===== src/rtl/sbb_pkg.sv =====
package sbb_pkg;
    localparam int WORD_W = 32;
    localparam int ADDR_W = 16;
    localparam int LEN_W  = 8;
    localparam int OP_W   = WORD_W - ADDR_W - LEN_W;

    localparam logic [OP_W-1:0] OP_WRITE = 8'h61;
    localparam logic [OP_W-1:0] OP_READ  = 8'h41;

    typedef enum logic [1:0] {
        SEL_CTRL = 2'd0,
        SEL_CORE = 2'd1,
        SEL_RAM  = 2'd2,
        SEL_NONE = 2'd3
    } sel_e;

    typedef enum logic [1:0] {
        PH_HDR = 2'd0,
        PH_WR  = 2'd1,
        PH_RD  = 2'd2,
        PH_IGN = 2'd3
    } phase_e;
endpackage


===== src/rtl/sbb_sclk_sync.sv =====
module sbb_sclk_sync #(
    parameter int STAGES = 2
) (
    input  logic clk,
    input  logic rst_n,
    input  logic sclk_i,
    input  logic csn_i,
    input  logic mosi_i,
    output logic rise_o,
    output logic fall_o,
    output logic cs_act_o,
    output logic mosi_o
);
    localparam int SW = STAGES + 1;

    logic [SW-1:0]     sclk_d, sclk_q;
    logic [STAGES-1:0] csn_d, csn_q;
    logic [STAGES-1:0] mosi_d, mosi_q;

    always_comb begin
        sclk_d = {sclk_q[SW-2:0], sclk_i};
        csn_d  = {csn_q[STAGES-2:0], csn_i};
        mosi_d = {mosi_q[STAGES-2:0], mosi_i};
    end

    always_ff @(posedge clk or negedge rst_n) begin
        if (!rst_n) begin
            sclk_q <= '0;
            csn_q  <= '1;
            mosi_q <= '0;
        end else begin
            sclk_q <= sclk_d;
            csn_q  <= csn_d;
            mosi_q <= mosi_d;
        end
    end

    assign rise_o   =  sclk_q[STAGES-1] & ~sclk_q[STAGES];
    assign fall_o   = ~sclk_q[STAGES-1] &  sclk_q[STAGES];
    assign cs_act_o = ~csn_q[STAGES-1];
    assign mosi_o   =  mosi_q[STAGES-1];
endmodule


===== src/rtl/sbb_region_dec.sv =====
module sbb_region_dec
    import sbb_pkg::*;
#(
    parameter logic [ADDR_W-1:0] CORE_BASE = 16'h1000,
    parameter logic [ADDR_W-1:0] RAM_BASE  = 16'h8000,
    parameter logic [ADDR_W-1:0] ADDR_LAST = 16'h8FFF
) (
    input  logic [ADDR_W-1:0] addr_i,
    output sel_e              sel_o
);
    always_comb begin
        if (addr_i > ADDR_LAST)       sel_o = SEL_NONE;
        else if (addr_i >= RAM_BASE)  sel_o = SEL_RAM;
        else if (addr_i >= CORE_BASE) sel_o = SEL_CORE;
        else                          sel_o = SEL_CTRL;
    end
endmodule


===== src/rtl/spi_burst_bridge.sv =====
module spi_burst_bridge
    import sbb_pkg::*;
#(
    parameter int                SYNC_STAGES = 2,
    parameter logic [ADDR_W-1:0] CORE_BASE   = 16'h1000,
    parameter logic [ADDR_W-1:0] RAM_BASE    = 16'h8000,
    parameter logic [ADDR_W-1:0] ADDR_LAST   = 16'h8FFF
) (
    input  logic              clk,
    input  logic              rst_n,
    input  logic              spi_sclk,
    input  logic              spi_csn,
    input  logic              spi_mosi,
    output logic              spi_miso,
    output logic              bus_req,
    output logic              bus_we,
    output logic [ADDR_W-1:0] bus_addr,
    output logic [1:0]        bus_sel,
    output logic [WORD_W-1:0] bus_wdata,
    input  logic [WORD_W-1:0] bus_rdata,
    input  logic              bus_ack,
    output logic              spi_err
);
    localparam int CNT_W = $clog2(WORD_W);
    localparam int REM_W = LEN_W + 1;
    localparam logic [ADDR_W-1:0] STEP = ADDR_W'(WORD_W / 8);
    localparam logic [CNT_W-1:0]  LAST_BIT = CNT_W'(WORD_W - 1);

    typedef struct packed {
        phase_e             phase;
        logic [CNT_W-1:0]   bit_cnt;
        logic [WORD_W-1:0]  sh_in;
        logic [WORD_W-1:0]  sh_out;
        logic [WORD_W-1:0]  pref;
        logic [ADDR_W-1:0]  addr;
        logic [REM_W-1:0]   remain;
        logic               req;
        logic               we;
        logic [ADDR_W-1:0]  baddr;
        sel_e               bsel;
        logic [WORD_W-1:0]  wdata;
        logic               err;
    } st_t;

    st_t d, q;

    logic rise, fall, cs_act, mosi_s;
    logic [WORD_W-1:0] sh_next;
    logic [ADDR_W-1:0] dec_addr;
    sel_e              dec_sel;

    logic [OP_W-1:0]   hdr_op;
    logic [ADDR_W-1:0] hdr_addr;
    logic [LEN_W-1:0]  hdr_len;

    sbb_sclk_sync #(.STAGES(SYNC_STAGES)) u_sync (
        .clk      (clk),
        .rst_n    (rst_n),
        .sclk_i   (spi_sclk),
        .csn_i    (spi_csn),
        .mosi_i   (spi_mosi),
        .rise_o   (rise),
        .fall_o   (fall),
        .cs_act_o (cs_act),
        .mosi_o   (mosi_s)
    );

    // Address that the next bus access would use, by phase
    always_comb begin
        sh_next  = {q.sh_in[WORD_W-2:0], mosi_s};
        hdr_op   = sh_next[WORD_W-1 -: OP_W];
        hdr_addr = sh_next[LEN_W +: ADDR_W];
        hdr_len  = sh_next[LEN_W-1:0];
        case (q.phase)
            PH_HDR:  dec_addr = hdr_addr;
            PH_RD:   dec_addr = q.addr + STEP;
            default: dec_addr = q.addr;
        endcase
    end

    sbb_region_dec #(
        .CORE_BASE (CORE_BASE),
        .RAM_BASE  (RAM_BASE),
        .ADDR_LAST (ADDR_LAST)
    ) u_dec (
        .addr_i (dec_addr),
        .sel_o  (dec_sel)
    );

    always_comb begin
        d = q;
        if (q.req && bus_ack) begin
            d.req = 1'b0;
            if (!q.we) d.pref = bus_rdata;
        end
        if (!cs_act) begin
            d.phase   = PH_HDR;
            d.bit_cnt = '0;
            d.sh_in   = '0;
            d.sh_out  = '0;
        end else begin
            if (rise) begin
                d.sh_in   = sh_next;
                d.bit_cnt = q.bit_cnt + CNT_W'(1);
                if (q.bit_cnt == LAST_BIT) begin
                    case (q.phase)
                        PH_HDR: begin
                            d.addr   = hdr_addr;
                            d.remain = (hdr_len == '0) ? REM_W'(1) : REM_W'(hdr_len);
                            if (hdr_op == OP_WRITE) begin
                                d.phase = PH_WR;
                            end else if (hdr_op == OP_READ) begin
                                d.phase = PH_RD;
                                d.pref  = '0;
                                if (dec_sel != SEL_NONE) begin
                                    d.req   = 1'b1;
                                    d.we    = 1'b0;
                                    d.baddr = hdr_addr;
                                    d.bsel  = dec_sel;
                                end
                            end else begin
                                d.phase = PH_IGN;
                                d.err   = 1'b1;
                            end
                        end
                        PH_WR: begin
                            if (q.remain != '0) begin
                                d.remain = q.remain - REM_W'(1);
                                d.addr   = q.addr + STEP;
                                if (dec_sel != SEL_NONE) begin
                                    d.req   = 1'b1;
                                    d.we    = 1'b1;
                                    d.baddr = q.addr;
                                    d.bsel  = dec_sel;
                                    d.wdata = sh_next;
                                end
                            end
                        end
                        default: ;
                    endcase
                end
            end
            if (fall) begin
                if (q.phase == PH_RD && q.bit_cnt == '0 && q.remain != '0) begin
                    d.sh_out = q.pref;
                    d.remain = q.remain - REM_W'(1);
                    if (q.remain > REM_W'(1)) begin
                        d.addr = q.addr + STEP;
                        d.pref = '0;
                        if (dec_sel != SEL_NONE) begin
                            d.req   = 1'b1;
                            d.we    = 1'b0;
                            d.baddr = q.addr + STEP;
                            d.bsel  = dec_sel;
                        end
                    end
                end else begin
                    d.sh_out = {q.sh_out[WORD_W-2:0], 1'b0};
                end
            end
        end
    end

    always_ff @(posedge clk or negedge rst_n) begin
        if (!rst_n) begin
            q       <= '0;
            q.phase <= PH_HDR;
            q.bsel  <= SEL_NONE;
        end else begin
            q <= d;
        end
    end

    assign spi_miso  = q.sh_out[WORD_W-1];
    assign bus_req   = q.req;
    assign bus_we    = q.we;
    assign bus_addr  = q.baddr;
    assign bus_sel   = q.bsel;
    assign bus_wdata = q.wdata;
    assign spi_err   = q.err;


    req_hold_chk: assert property (@(posedge clk) disable iff (!rst_n)
        (bus_req && !bus_ack) |=> (bus_req && $stable(bus_addr) && $stable(bus_we)
                                   && $stable(bus_sel) && $stable(bus_wdata)));

    req_in_map_chk: assert property (@(posedge clk) disable iff (!rst_n)
        bus_req |-> (bus_addr <= ADDR_LAST && bus_sel != 2'd3));

    err_sticky_chk: assert property (@(posedge clk) disable iff (!rst_n)
        spi_err |=> spi_err);

    miso_idle_chk: assert property (@(posedge clk) disable iff (!rst_n)
        !cs_act |=> !spi_miso);

    ign_no_req_chk: assert property (@(posedge clk) disable iff (!rst_n)
        (q.phase == PH_IGN && !bus_req) |=> !bus_req);
endmodule


===== config.mk =====
export PLATFORM = sky130hd
export DESIGN_NAME = spi_burst_bridge
export DESIGN_NICKNAME = d
export VERILOG_FILES = /design/src/rtl/sbb_pkg.sv /design/src/rtl/sbb_sclk_sync.sv /design/src/rtl/sbb_region_dec.sv /design/src/rtl/spi_burst_bridge.sv
export SDC_FILE = /design/constraint.sdc
export NUM_CORES = 1
export LEC_CHECK = 0
export BUFFER_PORTS_ARGS = -buffer_cell sky130_fd_sc_hd__buf_2
export CAP_MARGIN = 30
export CELL_PAD_IN_SITES_DETAIL_PLACEMENT = 0
export CELL_PAD_IN_SITES_GLOBAL_PLACEMENT = 1
export CORE_UTILIZATION = 25
export CTS_CLUSTER_SIZE = 24
export DETAILED_ROUTE_END_ITERATION = 8
export GPL_TIMING_DRIVEN = 0
export PLACE_DENSITY_LB_ADDON = 0.25
export SLEW_MARGIN = 20
export SYNTH_ARGS = -nofsm -noshare
export SYNTH_HDL_FRONTEND = slang
export SYNTH_SLANG_ARGS = --single-unit
export TNS_END_PERCENT = 1

===== constraint.sdc =====
create_clock -name clk -period 4.4 [get_ports clk]
set_input_delay 0.44 -clock clk [delete_from_list [all_inputs] [get_ports clk]]
set_output_delay 0.44 -clock clk [all_outputs]
set_load 0.01 [all_outputs]

==> impl_metrics.prom <==
# TYPE chip_impl_metric gauge
chip_impl_info{name="outcome",value="complete, no violations"} 1
chip_impl_metric{name="synthCells",unit=""} 1008
chip_impl_metric{name="place_congestion",unit=""} 0.869
chip_impl_metric{name="number_of_remaining_drc_errors",unit=""} 0
chip_impl_metric{name="asyncSetResetFlopFracSynth",unit="%"} 100
chip_impl_info{name="worst_setup_path_start_kind",value="register"} 1
chip_impl_metric{name="finalClockSkew",unit="ns"} 0.0117
chip_impl_metric{name="clk_latency",unit="ns"} 0.45
chip_impl_metric{name="syn-num-nets",unit=""} 1052
chip_impl_metric{name="worst-endpoint-required",unit="ns"} 4.71
chip_impl_metric{name="vias",unit=""} 7824
chip_impl_info{name="reg2reg_to",value="q[69]"} 1
chip_impl_metric{name="nNetsFinal",unit=""} 1165
chip_impl_metric{name="grt_start_max_net_pins",unit=""} 74
chip_impl_metric{name="grt_first_pass_wirelength",unit="um"} 47100
chip_impl_info{name="timing.critical_path.max_delay_family",value="simple AND/OR/NAND/NOR gates"} 1
chip_impl_metric{name="cts_buffers",unit=""} 17
chip_impl_metric{name="layout-drive-gt1-share",unit="%"} 21.9
chip_impl_info{name="hp-class",value="in -> reg"} 1
chip_impl_metric{name="hold_ws",unit="ns"} 0.0890
chip_impl_metric{name="drtIter0Drc",unit=""} 520
chip_impl_metric{name="cts-root-to-sink-buffers",unit=""} 2
chip_impl_metric{name="design_area",unit="um2"} 11400
chip_impl_metric{name="rrSetupSlack",unit="ns"} 0.74
chip_impl_metric{name="grt_antenna_before_repair",unit=""} 0
chip_impl_metric{name="vias_per_cell",unit=""} 4.76
chip_impl_metric{name="post_cts.repair.setup_buffers",unit=""} 0
chip_impl_metric{name="io-pin-count",unit=""} 92
chip_impl_metric{name="gr-total-overflow",unit=""} 0
chip_impl_metric{name="critical_path_buf_inv_count",unit=""} 0
chip_impl_metric{name="synth.distinct_cells",unit=""} 66
chip_impl_metric{name="multi_input_comb_area",unit="um2"} 4290
chip_impl_info{name="cts_tree",value="built"} 1
chip_impl_metric{name="register_area",unit="um2"} 4680
chip_impl_metric{name="antenna_diode_count",unit=""} 0
chip_impl_metric{name="maxSlewHeadroom",unit="%"} 30.9
chip_impl_info{name="hold_end",value="u_sync.csn_q[0]"} 1
chip_impl_metric{name="setup_viol",unit=""} 0
chip_impl_metric{name="power.ir.vdd_worst",unit="mV"} 0.279
chip_impl_info{name="critical_path.reg2reg.startpoint",value="q[174]"} 1
chip_impl_metric{name="core_region_area",unit="um2"} 37900
chip_impl_metric{name="hold_viol",unit=""} 0
chip_impl_metric{name="quantity_of_i_o_buffers_inserted_on_ports",unit=""} 91
chip_impl_metric{name="floorplan.die_area",unit="um2"} 39700
chip_impl_info{name="cts_root_buf",value="clkbuf_16"} 1
chip_impl_metric{name="cpPeakStageDelay",unit="ns"} 0.60
chip_impl_metric{name="post-dp-hpwl",unit="um"} 21600
chip_impl_metric{name="post_cts_clock_slew_at_the_launch_and_capture_registers_of_the_worst_setup_and_hold_paths",unit="ns"} 0.07
chip_impl_info{name="grt_setup_unrepaired",value="false"} 1
chip_impl_metric{name="worst-r2r-cell-count",unit=""} 10
chip_impl_metric{name="worst-slew-pin-transition",unit="ns"} 1.03
chip_impl_metric{name="placement.cell_area",unit="um2"} 10900
chip_impl_metric{name="syn_area",unit="um2"} 9720
chip_impl_metric{name="power_density",unit="nW/um2"} 309
chip_impl_metric{name="cts-htree-levels",unit=""} 4
chip_impl_metric{name="maxCapViolCount",unit=""} 0
chip_impl_metric{name="die_height",unit="um"} 199
chip_impl_metric{name="synth_edf_count",unit=""} 0
chip_impl_metric{name="drtPass1Iterations",unit=""} 5
chip_impl_info{name="synth_ff_type",value="dfrtp_1"} 1
chip_impl_metric{name="synth.avg_cell_area",unit="um2"} 9.64
chip_impl_metric{name="register_bit_count_reported_by_yosys",unit=""} 187
chip_impl_metric{name="cell_depth_of_the_worst_min_delay_path",unit=""} 1
chip_impl_metric{name="num_rows",unit=""} 71
chip_impl_metric{name="start_util",unit="%"} 25.6
chip_impl_metric{name="static-leakage-power",unit="uW"} 0.00545
chip_impl_metric{name="number_of_global_route_vias_before_repair",unit=""} 7701
chip_impl_metric{name="route.detailed.wl_per_inst",unit="um"} 18.5
chip_impl_metric{name="yosysSeqAreaShare",unit="%"} 48.2
chip_impl_info{name="cpMaxStageDelayCell",value="a21oi_1"} 1
chip_impl_metric{name="crit_arrival",unit="ns"} 3.96
chip_impl_metric{name="fillerInstances",unit=""} 4024
chip_impl_metric{name="final_worst_path_period_need",unit="ns"} 3.66
chip_impl_metric{name="die_width",unit="um"} 199
chip_impl_metric{name="final.period_utilization",unit="%"} 83.1
chip_impl_metric{name="slew_violations",unit=""} 0
chip_impl_metric{name="numClockSinks",unit=""} 187
chip_impl_metric{name="route.antenna.remaining_nets",unit=""} 0
chip_impl_info{name="critPathKind",value="reg -> reg"} 1
chip_impl_info{name="critical_path_endpoint_category",value="register"} 1
chip_impl_metric{name="ys_warnings",unit=""} 0
chip_impl_metric{name="maximum_achievable_frequency",unit="MHz"} 273
chip_impl_metric{name="total_routing_usage_gr",unit="%"} 15.8
chip_impl_metric{name="areaGrowthSynthToFinish",unit="%"} 17.5
chip_impl_metric{name="critPathMaxFanout",unit=""} 10
chip_impl_info{name="timing.critical_path.cells",value="ha_1 > and3_1 > ha_1 > nand3b_1 > nor2_1 > o21ai_1 > a21oi_1 > o21ai_0 > nand2_1 > o21ai_0"} 1
chip_impl_info{name="min-delay-start",value="spi_csn"} 1
chip_impl_metric{name="drt-total-wl",unit="um"} 30500
## sequential cells by signal, indices dropped and copies added, names as in the netlist, 2 cells and up, named ones only
signal         count
u_sync.csn_q       2
hdr_len            7
bus_wdata         32
bus_sel            2
hdr_addr          16
q                 93
u_sync.sclk_q      3
hdr_op             8
bus_addr          16
u_sync.mosi_q      2
## per-layer routing
metal  wire length, um  GRT usage (%)  vias to the layer above  share of wire [%]
li1                  -              -                     3733                  -
met1             14400           21.7                     3923                 47
met2             14600           25.4                      135                 48
met3               881           2.68                       33                2.9
met4               541           4.70                        0                1.8
met5                 0              0                        -                  0
## cell families (layout without fill, tap and decap cells)
group,Yosys count,in the layout,share of synthesized area [%]
simple gates,316,316,14.8
mux,99,99,10.6
fa+ha+maj,6,6,0.772
flops,187,187,48.2
xor+xnor,14,14,1.26
buf+inv,141,266,7.71
compound gates,245,245,16.7
## how the worst max path moves through the flow
stage / from / endpoint / slack (ns) / cells past startpoint
floorplan: q[70] / bus_addr[10] / 1.97 / 8
global placement: rst_n / q[99] / -0.68 / 1
detailed placement: q[174] / q[69] / 0.90 / 10
CTS: q[174] / q[69] / 0.88 / 10
global route: q[174] / q[69] / 0.58 / 10
finish: q[174] / q[69] / 0.74 / 10
## cells in the mapped netlist (11+ instances only)
cell type  number  area (um2)
o22ai_1        11        68.8
nand2_1       120         450
buf_2          16        80.1
buf_4          51         383
inv_1          19        71.3
mux2_2         34         383
nand3_1        16        80.1
nor3_1         18        90.1
dfrtp_1       183        4580
o21ai_0        36         180
clkbuf_1       46         173
nor2_1        113         424
a211oi_1       34         255
a21oi_1        74         370
a22oi_1        18         135
mux2i_1        65         651
## through the flow
| step | setup slack [ns] | instances | setup TNS (ns) | util (%) | total power (uW) |
|---|---|---|---|---|---|
| floorplan | 1.97 | 1008 | 0 | - | 1960 |
| global placement | -0.677 | 1610 | -119.64 | 28.5 | 2070 |
| detailed placement | 0.895 | 1612 | 0 | 28.7 | 2080 |
| CTS | 0.880 | 1644 | 0 | 30.1 | 3600 |
| global route | 0.583 | 1644 | 0 | 30.1 | 3680 |
| finish | 0.742 | 1644 | 0 | 30.1 | 3530 |
## final cells by class
| type | instances | area share (%) |
|---|---|---|
| buffer | 122 | 5.94 |
| clock buffer | 21 | 3.85 |
| clock inverter | 10 | 0.832 |
| inverter | 19 | 0.624 |
| multi-input combinational | 680 | 37.5 |
| sequential | 187 | 41.0 |
| tap | 511 | 5.60 |
| timing repair buffer | 94 | 4.64 |
## what timing repair did
action	in CTS	in global routing
hold buffers	1	0
gates resized for setup	0	0
setup endpoints to repair	0	0
hold endpoints to repair	41	0
## power breakdown
group          internal [uW]  total, uW  switching, uW
combinational           78.8        230            151
clock                    779       1480            705
sequential              1780       1810           37.7
total                   2630       3530            894
## placed cells by master (no fill, tap or decap), drive strengths merged, types with 4 or more instances in the layout
master and n:
nand3 18, buf 168, o21ai 43, o211ai 5
nand2 120, nor3 19, xnor2 10, a21oi 74
nand4 4, nor4 6, clkbuf 68, nor2 114
a31oi 5, a22oi 22, mux2 34, nor2b 7
dfstp 4, a211oi 36, inv 21, xor2 4
and3 7, o31ai 4, clkinv 5, mux2i 65
o22ai 11, nand2b 5, dfrtp 183, a2bb2oi 6
ha 6, a22o 8, a21o 4, o21a 5
and2 4
(Power assumes the default switching activity.)
